===== config.mk =====
export PLATFORM = sky130hd
export DESIGN_NAME = stereo_volume
export DESIGN_NICKNAME = d
export VERILOG_FILES = /design/src/rtl/volPkg.sv /design/src/rtl/volCtrl.sv /design/src/rtl/volDatapath.sv /design/src/rtl/stereo_volume.sv
export SDC_FILE = /design/constraint.sdc
export NUM_CORES = 1
export LEC_CHECK = 0
export CORE_MARGIN = 1.5
export CORE_UTILIZATION = 30
export DETAILED_ROUTE_END_ITERATION = 10
export DONT_BUFFER_PORTS = 1
export PLACE_DENSITY = 0.51
export SKIP_CTS_REPAIR_TIMING = 1
export SYNTH_ARGS = -nofsm -noshare
export SYNTH_HDL_FRONTEND = slang
export SYNTH_SLANG_ARGS = --single-unit

===== constraint.sdc =====
create_clock -name clk -period 14.2 [get_ports clk]
set_clock_uncertainty 0.1 [all_clocks]
set_input_delay 2.84 -clock clk [delete_from_list [all_inputs] [get_ports clk]]
set_output_delay 2.84 -clock clk [all_outputs]
set_load 0.01 [all_outputs]

===== src/rtl/volPkg.sv =====
package volPkg;
  localparam int CODE_W    = 8;
  localparam int GAIN_FRAC = 15;
  localparam int GAIN_W    = GAIN_FRAC + 1;
  localparam int OCT_STEPS = 12;
  localparam logic [CODE_W-1:0] MUTE_CODE = {CODE_W{1'b1}};

  typedef enum logic [1:0] {
    ST_NORMAL   = 2'd0,
    ST_MUTING   = 2'd1,
    ST_MUTED    = 2'd2,
    ST_DEMUTING = 2'd3
  } muteState_t;

  // strobes from control to datapath: frame and the codes applied to it
  typedef struct packed {
    logic              frame;
    logic [CODE_W-1:0] codeL;
    logic [CODE_W-1:0] codeR;
  } volStrobes_t;

  // half-dB step law: mantissa for one octave, then a shift per octave
  function automatic logic [GAIN_W-1:0] codeToGain(input logic [CODE_W-1:0] code);
    logic [GAIN_W-1:0] mant;
    int unsigned       idx;
    int unsigned       oct;
    idx = int'(code) % OCT_STEPS;
    oct = int'(code) / OCT_STEPS;
    case (idx)
      0:  mant = 16'd32768;
      1:  mant = 16'd30935;
      2:  mant = 16'd29205;
      3:  mant = 16'd27571;
      4:  mant = 16'd26029;
      5:  mant = 16'd24573;
      6:  mant = 16'd23198;
      7:  mant = 16'd21900;
      8:  mant = 16'd20675;
      9:  mant = 16'd19519;
      10: mant = 16'd18427;
      default: mant = 16'd17396;
    endcase
    if (code == MUTE_CODE) return '0;
    return mant >> oct;
  endfunction
endpackage


===== src/rtl/volCtrl.sv =====
module volCtrl
  import volPkg::*;
#(
  parameter int FILT_SHIFT = 4
) (
  input  logic              clk,
  input  logic              rstN,
  input  logic              sampleValid,
  input  logic              softMute,
  input  logic              analogMode,
  input  logic              analogValid,
  input  logic [CODE_W-1:0] analogLevel,
  input  logic [CODE_W-1:0] volCodeL,
  input  logic [CODE_W-1:0] volCodeR,
  output volStrobes_t       strobes,
  output logic              rampBusy,
  output logic              softMuted
);
  localparam int ACC_W = CODE_W + FILT_SHIFT;

  // control-level smoothing filter
  logic [ACC_W-1:0]      filtAcc;
  logic signed [ACC_W:0] filtDiff;
  logic signed [ACC_W:0] filtSum;
  logic [CODE_W-1:0]     filtCode;

  assign filtDiff = $signed({1'b0, analogLevel, {FILT_SHIFT{1'b0}}}) - $signed({1'b0, filtAcc});
  assign filtSum  = $signed({1'b0, filtAcc}) + (filtDiff >>> FILT_SHIFT);
  assign filtCode = filtAcc[ACC_W-1:FILT_SHIFT];

  always_ff @(posedge clk) begin
    if (!rstN)            filtAcc <= '0;
    else if (analogValid) filtAcc <= filtSum[ACC_W-1:0];
  end

  // applied codes and mute ramp
  logic [CODE_W-1:0] attL, attR;
  logic [CODE_W-1:0] nextL, nextR;
  logic [CODE_W-1:0] tgtL, tgtR;
  muteState_t        state, stateNext;

  assign tgtL = analogMode ? filtCode : volCodeL;
  assign tgtR = analogMode ? filtCode : volCodeR;

  function automatic logic [CODE_W-1:0] stepCode(
    input logic [CODE_W-1:0] cur, input logic [CODE_W-1:0] tgt,
    input logic mute, input logic follow);
    if (mute)        return (cur == MUTE_CODE) ? MUTE_CODE : cur + 1'b1;
    else if (follow) return tgt;
    else             return (cur > tgt) ? cur - 1'b1 : tgt;
  endfunction

  always_comb begin
    nextL = stepCode(attL, tgtL, softMute, state == ST_NORMAL);
    nextR = stepCode(attR, tgtR, softMute, state == ST_NORMAL);
    if (softMute)
      stateNext = (nextL == MUTE_CODE && nextR == MUTE_CODE) ? ST_MUTED : ST_MUTING;
    else if (state == ST_NORMAL)
      stateNext = ST_NORMAL;
    else
      stateNext = (nextL == tgtL && nextR == tgtR) ? ST_NORMAL : ST_DEMUTING;
  end

  always_ff @(posedge clk) begin
    if (!rstN) begin
      attL  <= '0;
      attR  <= '0;
      state <= ST_NORMAL;
    end else if (sampleValid) begin
      attL  <= nextL;
      attR  <= nextR;
      state <= stateNext;
    end
  end

  assign strobes.frame = sampleValid;
  assign strobes.codeL = attL;
  assign strobes.codeR = attR;
  assign rampBusy  = (state == ST_MUTING) || (state == ST_DEMUTING);
  assign softMuted = (state == ST_MUTED);

  // a mute frame raises the applied code by one until mute
  a_r6_mute_step: assert property (@(posedge clk) disable iff (!rstN)
    sampleValid && softMute |=>
      (attL == $past(attL) + 1'b1) || (attL == MUTE_CODE && $past(attL) == MUTE_CODE));

  // muted flag only with both channels at mute
  a_r6_muted_level: assert property (@(posedge clk) disable iff (!rstN)
    softMuted |-> (attL == MUTE_CODE) && (attR == MUTE_CODE));

  // during demute the code never rises
  a_r7_demute_down: assert property (@(posedge clk) disable iff (!rstN)
    sampleValid && !softMute && state != ST_NORMAL |=> attR <= $past(attR));

  // codes move only on frames
  a_r5_code_hold: assert property (@(posedge clk) disable iff (!rstN)
    !sampleValid |=> $stable(attL) && $stable(attR));
endmodule


===== src/rtl/volDatapath.sv =====
module volDatapath
  import volPkg::*;
#(
  parameter int DATA_W = 16
) (
  input  logic              clk,
  input  logic              rstN,
  input  volStrobes_t       strobes,
  input  logic [DATA_W-1:0] inL,
  input  logic [DATA_W-1:0] inR,
  output logic [DATA_W-1:0] outL,
  output logic [DATA_W-1:0] outR,
  output logic              outValid
);
  localparam int PROD_W = DATA_W + GAIN_W + 1;

  logic [DATA_W-1:0] chIn   [2];
  logic [CODE_W-1:0] chCode [2];
  logic [DATA_W-1:0] chOut  [2];

  assign chIn[0]   = inL;
  assign chIn[1]   = inR;
  assign chCode[0] = strobes.codeL;
  assign chCode[1] = strobes.codeR;

  for (genvar c = 0; c < 2; c++) begin : g_chan
    logic [GAIN_W-1:0]       gain;
    logic signed [PROD_W-1:0] prod;
    logic signed [PROD_W-1:0] scaled;
    logic [DATA_W-1:0]       satVal;
    logic [DATA_W-1:0]       outReg;

    assign gain   = codeToGain(chCode[c]);
    assign prod   = $signed(chIn[c]) * $signed({1'b0, gain});
    assign scaled = prod >>> GAIN_FRAC;

    always_comb begin
      if (scaled[PROD_W-1:DATA_W-1] == '0 || scaled[PROD_W-1:DATA_W-1] == '1)
        satVal = scaled[DATA_W-1:0];
      else if (scaled[PROD_W-1])
        satVal = {1'b1, {(DATA_W-1){1'b0}}};
      else
        satVal = {1'b0, {(DATA_W-1){1'b1}}};
    end

    always_ff @(posedge clk) begin
      if (!rstN)              outReg <= '0;
      else if (strobes.frame) outReg <= satVal;
    end

    assign chOut[c] = outReg;
  end

  always_ff @(posedge clk) begin
    if (!rstN) outValid <= 1'b0;
    else       outValid <= strobes.frame;
  end

  assign outL = chOut[0];
  assign outR = chOut[1];

  // a frame scaled at the mute code yields silence
  a_r3_mute_zero: assert property (@(posedge clk) disable iff (!rstN)
    strobes.frame && strobes.codeL == MUTE_CODE |=> outL == '0);

  // outputs hold between frames
  a_r9_hold: assert property (@(posedge clk) disable iff (!rstN)
    !strobes.frame |=> $stable(outL) && $stable(outR));
endmodule


===== src/rtl/stereo_volume.sv =====
module stereo_volume
  import volPkg::*;
#(
  parameter int DATA_W     = 16,
  parameter int FILT_SHIFT = 4
) (
  input  logic              clk,
  input  logic              rstN,
  input  logic              sampleValid,
  input  logic [DATA_W-1:0] inL,
  input  logic [DATA_W-1:0] inR,
  input  logic [CODE_W-1:0] volCodeL,
  input  logic [CODE_W-1:0] volCodeR,
  input  logic              softMute,
  input  logic              analogMode,
  input  logic              analogValid,
  input  logic [CODE_W-1:0] analogLevel,
  output logic [DATA_W-1:0] outL,
  output logic [DATA_W-1:0] outR,
  output logic              outValid,
  output logic              rampBusy,
  output logic              softMuted
);
  volStrobes_t strobes;

  volCtrl #(.FILT_SHIFT(FILT_SHIFT)) u_ctrl (
    .clk(clk), .rstN(rstN), .sampleValid(sampleValid), .softMute(softMute),
    .analogMode(analogMode), .analogValid(analogValid), .analogLevel(analogLevel),
    .volCodeL(volCodeL), .volCodeR(volCodeR), .strobes(strobes),
    .rampBusy(rampBusy), .softMuted(softMuted)
  );

  volDatapath #(.DATA_W(DATA_W)) u_dp (
    .clk(clk), .rstN(rstN), .strobes(strobes), .inL(inL), .inR(inR),
    .outL(outL), .outR(outR), .outValid(outValid)
  );
endmodule


# == Word-level counts from Yosys, hierarchy flattened ==
# Memory sizes are Yosys's and may differ from the RTL's.
# Cells that the tools add are included.
# op_classes
n_addsub,6
mul,2
div,4
n_lt_le_gt_ge,2
eq_ne,11
shifts,2
muxes,26
bitwise,0
n_reduce_logical,10
# ops
op,n
16-bit two-way mux,10
8-bit two-way mux,10
16-bit by 17-bit multiplier with 33-bit output,2
9-bit by 5-bit divider with 32-bit output (second input constant),2
9-bit by 5-bit remainder unit with 32-bit output (second input constant),2
16-bit by 32-bit right shift with 16-bit output,2
28-bit logical NOT,2
18-bit == test (second input constant),2
18-bit logical NOT,2
8-bit == test (second input constant),4
8-bit by 1-bit adder with 8-bit output (second input constant),2
8-bit == test,2
8-bit greater-than comparator,2
8-bit by 1-bit subtractor with 8-bit output (second input constant),2
12-bit by 12-bit subtractor with 13-bit output,1
12-bit by 9-bit adder with 12-bit output,1
2-bit two-way mux,4
2-bit == test (second input constant),2
1-bit logical OR,3
2-bit by 1-bit == test with 1-bit output (second input constant),1
1-bit logical AND,2
2-bit logical NOT,1
1-bit two-way mux,2
# word_totals
register_bits,63
latchBits,0
mem_bits_rw,0
rom_bits,512
inputBits,62
output_inout_bits,35
word_cells,72
memories,2
# memory_table
name,depth,width,read_ports,rd_clocked_by_memory_dff,wr,line,text
(name not given),16,16,1,0,0,volPkg.sv:29,case (idx)
(name not given),16,16,1,0,0,volPkg.sv:29,

# == Logic depth before layout (Yosys ltp) ==
# Gate-level depths: netlist of run 1.
# logic_depth
ltp_word,10
depth_mapped,49
ltp_nobuf,41

# == Hierarchy ==
# A second synthesis of run 1 with hierarchy kept.
# hier_totals
cells_unflattened,3293
hier_area_um2,26595.5
# by_module_without_submodules
mod,instances,cells_each,area_per_inst_um2,seq_area_each_um2
volDatapath,1,2763,22549.1,660.6
volCtrl,1,530,4046.4,600.6

# == Worst setup path after synthesis of run 1 ==
# OpenSTA, ideal clock, no wires.
# synth_path
path_kind,register -> register
startpoint,register u_ctrl.attL[6]
endpoint,"register u_dp.g_chan[0].outReg[13], in the netlist u_dp.outL[13]"
setup_ps,128
arrival_time_ps,10275
required_time_ps,13972
setup_slack_ps,3698
stages_incl_launch_ff,44
path_buffers,7
period_less_slack_ps,10502
cell_sequence,dfxtp_1 buf_6 buf_6 clkbuf_1 ha_1 nand3b_2 a31o_1 buf_2 a32o_1 a21oi_2 nand3_1 a21o_1 a21oi_1 a21oi_1 o21ai_0 a31oi_1 o21ai_0 nor2b_1 [8 not listed] fa_1 inv_1 ha_1 clkbuf_1 a21o_1 a21o_1 a21o_1 a21o_1 a21oi_1 o21ai_0 a221o_1 a221o_1 a21o_1 or3_4 a31o_2 o22ai_4 buf_6 o22ai_2
# synth_via
elab_chain_len,9
word_cells_on_any_way,15
classes_between,mul: 1; div: 2; eq/ne: 2; shift: 1; mux: 5; reduce/logical: 3; memory: 1
# synth_lines
item,line,text
from (decl),volCtrl.sv:37,"logic [CODE_W-1:0] attL, attR;"
from (signal assigned),volCtrl.sv:70,attL <= nextL;
9-bit by 5-bit remainder unit with 32-bit output,volPkg.sv:27,idx = int'(code) % OCT_STEPS;
memory 16 x 16 bit or 28-bit logical NOT (tied branches),-,
16-bit two-way mux,volPkg.sv:29,
16-bit by 32-bit right shift with 16-bit output,volPkg.sv:44,return mant >> oct;
16-bit two-way mux *,volPkg.sv:44,
16-bit by 17-bit multiplier with 33-bit output *,volDatapath.sv:34,"assign prod = $signed(chIn[c]) * $signed({1'b0, gain});"
18-bit == test or 18-bit logical NOT (tied branches),volDatapath.sv:38,if (scaled[PROD_W-1:DATA_W-1] == '0 || scaled[PROD_W-1:DATA_W-1] == '1)
1-bit logical OR,volDatapath.sv:38,
16-bit two-way mux *,volDatapath.sv:38,
to (signal assigned),volDatapath.sv:48,else if (strobes.frame) outReg <= satVal;
to (decl),volDatapath.sv:31,logic [DATA_W-1:0] outReg;
# Every way passes the cells marked *; elsewhere a longest branch is shown, timed or not.
# A chain may end at the register's enable or synchronous reset.

# == Final worst setup path of run 1 ==
# layout_path
startpoint,register u_ctrl.attL[6]
endpoint,"register u_dp.g_chan[0].outReg[10], in the netlist u_dp.outL[10]"
# Same word-level chain as after synthesis.

==> results of run 1 <==
[cells by family after synthesis]
kind of cell | after synthesis | synth area share, %
mux | 58 | 2.18
simple gates | 1107 | 21.7
xor+xnor | 85 | 2.90
buf+inv | 710 | 10.5
fa+ha+maj | 678 | 42.2
compound gates | 585 | 15.9
flops | 63 | 4.67
[registers in the layout, summed over array words and instances (netlist names)]
name / count
u_dp.outL: 16
u_dp.outR: 16
u_ctrl.attR: 8
u_ctrl.filtAcc: 12
u_dp.outValid: 1
u_ctrl.attL: 8
u_ctrl.state: 2
[stage by stage]
step / utilization (%) / setup WS (ns) / hold WS [ns]
global placement: 31.6 / 2.46 / 0.411
finish: 31.9 / 2.27 / 0.425
CTS: 31.9 / 2.33 / 0.430
detailed placement: 31.6 / 2.32 / 0.413
global route: 31.9 / 1.59 / 0.445
floorplan: - / 3.70 / 0.383
[area by class of cell]
type,count,share of cell area [%]
clock buffers,9,0.795
clock inverters,7,0.283
inverters,535,7.09
multi-input cells,2513,81.0
flip-flops and latches,63,4.45
well taps,1165,5.15
repair buffers,46,1.22
[worst paths after layout]
path                                   startpoint                 to  cells after the start
worst max-delay path               u_ctrl.attL[6]      u_dp.outL[10]                     36
worst min-delay path            u_ctrl.filtAcc[2]  u_ctrl.filtAcc[2]                      1
worst max register to register     u_ctrl.attL[6]      u_dp.outL[10]                     36
worst min register to register  u_ctrl.filtAcc[2]  u_ctrl.filtAcc[2]                      1
[metal layers]
| layer | wire length, um | vias to the layer above | global-route usage [%] |
|---|---|---|---|
| met4 | 1370 | 0 | 3.62 |
| met3 | 3340 | 77 | 2.11 |
| met5 | 0 | - | 0 |
| li1 | - | 10565 | - |
| met2 | 40300 | 452 | 32.0 |
| met1 | 39200 | 11204 | 25.9 |
[cells in the mapped netlist, types with 8 or more instances]
| library cell | number | area share [%] |
|---|---|---|
| o21a_1 | 17 | 0.47 |
| o21ai_1 | 13 | 0.24 |
| nor4_1 | 18 | 0.42 |
| o211ai_1 | 24 | 0.67 |
| a21oi_1 | 129 | 2.4 |
| buf_2 | 10 | 0.19 |
| buf_6 | 15 | 0.63 |
| nand4_1 | 29 | 0.67 |
| a211oi_1 | 9 | 0.25 |
| nor3_1 | 46 | 0.85 |
| and2_1 | 261 | 6.1 |
| a21o_1 | 55 | 1.5 |
| o22ai_1 | 18 | 0.42 |
| xor2_1 | 29 | 0.94 |
| o2111ai_1 | 8 | 0.26 |
| fa_1 | 387 | 29 |
| nand2b_1 | 50 | 1.2 |
| xnor2_1 | 51 | 1.7 |
| nand2_1 | 314 | 4.4 |
| or3_1 | 16 | 0.37 |
| dfxtp_1 | 63 | 4.7 |
| o211a_1 | 9 | 0.33 |
| o21ai_0 | 102 | 1.9 |
| nor2_1 | 157 | 2.2 |
| ha_1 | 291 | 13 |
| a211o_1 | 8 | 0.26 |
| inv_1 | 531 | 7.4 |
| o221a_1 | 10 | 0.42 |
| nand3_1 | 47 | 0.87 |
| mux2i_1 | 52 | 1.9 |
| o21bai_1 | 15 | 0.42 |
| nor2b_1 | 64 | 1.5 |
| buf_4 | 8 | 0.22 |
| or2_2 | 10 | 0.23 |
| clkbuf_1 | 136 | 1.9 |
| o22ai_2 | 11 | 0.51 |
| o31ai_1 | 16 | 0.45 |
| and3_1 | 36 | 0.83 |
| a31oi_1 | 15 | 0.35 |
[critical path: cells and delay by family, from the launching register on]
kind | cells | cell delay, ns
AOI/OAI and AO/OA | 20 | 5.05
adders and majority gates | 8 | 3.94
and+or+nand+nor | 5 | 1.35
DFF | 1 | 0.93
buffers and inverters | 3 | 0.38
==> impl_metrics.py, run 1 <==
metrics = {
    "yosys": {
        "synth-main-ff-cell": "dfxtp_1",
        "syn_nets": 4026,
        "synthArstFlopShare_pct": 0,
        "yosys_warnings": 0,
        "synth_cell_types": 127,
        "syn_avg_cell_area_um2": 8.21,
        "synth_cells": 3286,
        "syn_area_um2": 27000,
        "synth-edff-count": 0,
        "yosysSeqAreaShare_pct": 4.67,
        "synth-seq-cells": 63,
    },
    "die": {
        "dieArea_um2": 91800,
        "die-width_um": 303,
        "core_um2": 88800,
        "fp.dieH_um": 303,
        "rows": 109,
        "start_util_pct": 30.4,
        "ios": 97,
    },
    "final_layout": {
        "area_growth_pct": 4.94,
        "fillers": 9468,
        "fin_nets": 3908,
        "seq_area_um2": 1260,
        "finalInstanceArea_um2": 28300,
        "drive_gt1_share_pct": 5.26,
        "final_cell_mix": "inv_1 (531), fa_1 (387), nand2_1 (314), ha_1 (291), and2_1 (261)",
        "layout.cells.non_filler": 4338,
        "final_common_cell": "inv_1",
        "multi_input_area_um2": 22900,
        "num_antenna_cells": 0,
    },
    "cts": {
        "cts_tree": "built",
        "htreeDepth": 3,
        "numCtsBuffers": 9,
        "clkTransAtPathRegs_ns": 0.07,
        "numClockSinks": 63,
        "clock_latency_ns": 0.38,
        "ctsLongestPathBuffers": 2,
        "cts_root_buffer": "clkbuf_16",
    },
    "place": {
        "place.gp.congestion": 0.977,
        "place_area_um2": 28000,
        "placed_cells": 4322,
        "port_buffers": 0,
        "dp_hpwl_mm": 66.3,
    },
    "timing": {
        "tightest_slew_ns": 1.22,
        "setup_viol": 0,
        "fin_crit_sh_pct": 84.0,
        "hold_viol_final": 0,
        "clock.fmax_mhz": 83.8,
        "rsz0062_at_grt": "false",
        "min_period_ns": 11.93,
        "report.final.slew_viol_count": 0,
        "relSlewSlack_pct": 18.8,
        "tns_ns": 0,
    },
    "critical_path": {
        "crit_path_top_delay_cell": "dfxtp_1",
        "worstSetupPathType": "flip-flop to flip-flop",
        "critPathMaxFanout": 26,
        "required_ns": 14.32,
        "r2r_slack_ns": 2.27,
        "slowest_delay_ns": 0.93,
        "startpoint_type": "flip-flop",
        "end_kind": "flip-flop",
        "crit_arrival_ns": 12.06,
    },
    "min_path": {
        "hp-class": "flip-flop to flip-flop",
    },
    "grt": {
        "grt_pass1_wl_mm": 136,
        "track_usage_pct": 18.9,
        "grt_max_degree": 66,
        "antenna_found_initial": 1,
        "grt_pass1_vias": 23374,
        "grt-ovfl-total": 0,
    },
    "routing": {
        "ant_nets": 0,
        "totalWireLength_mm": 84.2,
        "viasPerCell": 5.14,
        "drt-initial-drc-count": 1420,
        "avgRoutedWirePerCell_um": 19.4,
        "route.vias.total": 22298,
        "dr.pass1.iters": 5,
        "drc": 0,
    },
    "outcome": {
        "run_status": "finished clean",
    },
    "run": {
        "drv_cap": 0,
    },
}
Power of run 1 is left out: the tool's default activity adds up to more than one toggle a clock period on the data nets, which glitch-free logic cannot reach.
==> inputs of run 2 (changes only) <==
- clock period: 14.2 -> 11.2 ns (I/O delays scaled with it)
==> impl_metrics.py, run 2 (same netlist as run 1, synthesis figures left out) <==
metrics = {
    "outcome": {
        "run_status": "finished clean",
    },
    "place": {
        "placed_cells": 4364,
        "place.gp.congestion": 0.927,
        "port_buffers": 0,
        "dp_hpwl_mm": 68.2,
    },
    "cts": {
        "cts_tree": "built",
        "htreeDepth": 3,
        "ctsLongestPathBuffers": 2,
        "clock_latency_ns": 0.38,
        "cts_root_buffer": "clkbuf_16",
        "clkTransAtPathRegs_ns": 0.07,
        "numClockSinks": 63,
        "numCtsBuffers": 9,
    },
    "run": {
        "drv_cap": 0,
    },
    "die": {
        "core_um2": 88800,
        "fp.dieH_um": 303,
        "rows": 109,
        "start_util_pct": 30.4,
        "dieArea_um2": 91800,
        "die-width_um": 303,
        "ios": 97,
    },
    "critical_path": {
        "r2r_slack_ns": 0.53,
        "critPathMaxFanout": 14,
        "crit_top_cell": "fa_1",
        "crit_arrival_ns": 10.82,
        "slowest_delay_ns": 0.55,
        "timing.rr.start": "u_ctrl.attL[7]",
        "crit_path_top_delay_cell": "fa_1",
        "reg2reg_depth": 37,
        "startpoint_type": "flip-flop",
        "worstSetupPathType": "flip-flop to flip-flop",
        "end_kind": "flip-flop",
        "required_ns": 11.35,
        "r2r_end": "u_dp.outL[2]",
        "crit_start": "u_ctrl.attL[7]",
    },
    "timing": {
        "fin_crit_sh_pct": 95.2,
        "setup_viol": 0,
        "min_period_ns": 10.67,
        "clock.fmax_mhz": 93.8,
        "whs_ns": 0.429,
        "tns_ns": 0,
        "rsz0062_at_grt": "false",
        "report.final.slew_viol_count": 0,
        "tightest_slew_ns": 1.00,
        "relSlewSlack_pct": 33.3,
        "hold_viol_final": 0,
    },
    "grt": {
        "grt_pass1_wl_mm": 136,
        "grt-ovfl-total": 0,
        "grt_pass1_vias": 23303,
        "antenna_found_initial": 0,
        "grt_max_degree": 66,
        "track_usage_pct": 19.0,
    },
    "routing": {
        "viasPerCell": 5.16,
        "dr.pass1.iters": 5,
        "avgRoutedWirePerCell_um": 19.4,
        "totalWireLength_mm": 84.8,
        "ant_nets": 0,
        "drt-initial-drc-count": 1258,
        "drc": 0,
        "route.vias.total": 22632,
    },
    "final_layout": {
        "area_growth_pct": 6.29,
        "final_cell_mix": "inv_1 (531), fa_1 (387), nand2_1 (314), ha_1 (291), and2_1 (261)",
        "final_util_pct": 32.3,
        "drive_gt1_share_pct": 6.65,
        "final_common_cell": "inv_1",
        "fillers": 9453,
        "layout.cells.non_filler": 4383,
        "fin_nets": 3951,
    },
    "min_path": {
        "min_from": "u_ctrl.filtAcc[2]",
        "min_to": "u_ctrl.filtAcc[2]",
        "holdPathStages": 1,
        "hp-class": "flip-flop to flip-flop",
    },
}
==> run 2: cell types whose count changed in the layout (fill, tap and decap cells not counted), sizes merged <==
cell,delta
diode,+2
buf,+43
==> run 2: metal layers <==
| layer | vias to the layer above | global-route usage, % | share of wire (%) |
|---|---|---|---|
| met1 | 11352 | 26.0 | 46 |
| met4 | 0 | 4.43 | 2.0 |
| met3 | 74 | 2.50 | 4.9 |
| met5 | - | 0 | 0 |
| li1 | 10679 | - | - |
| met2 | 527 | 31.6 | 47 |
==> run 2: worst max-delay path by stage <==
stage                     to  cells past startpoint
2_1_floorplan  u_dp.outL[13]                     43
3_3_place_gp    u_dp.outL[2]                     37
3_5_place_dp    u_dp.outL[0]                     37
4_1_cts         u_dp.outL[2]                     36
5_1_grt         u_dp.outR[5]                     35
6_report        u_dp.outL[2]                     37
==> run 2: layout make-up <==
class                   instances  area (um^2)  share of cell area [%]
well taps                    1165         1460                    5.08
multi-input cells            2513        22900                    80.0
repair buffers                 89          693                    2.42
inverters                     535         2010                    7.00
flip-flops and latches         63         1260                    4.41
clock buffers                   9          225                   0.785
clock inverters                 7         80.1                   0.279
diodes                          2         5.00                  0.0174
==> run 2: worst max-delay path: cells and delay by family, from the launching register on <==
kind / cells / cell delay (ns)
simple gates: 4 / 1.14
compound gates: 20 / 4.74
flops: 1 / 0.32
fa+ha+maj: 8 / 3.67
buf+inv: 5 / 0.58
==> run 2: per-stage QoR <==
stage | area (um^2) | setup WS (ns)
finish | 28700 | 0.535
global route | 28700 | 0.0350
CTS | 28600 | 0.201
detailed placement | 28300 | 0.240
global placement | 28300 | 0.168
floorplan | 27000 | 0.698
Power of run 2 is left out for the same reason.
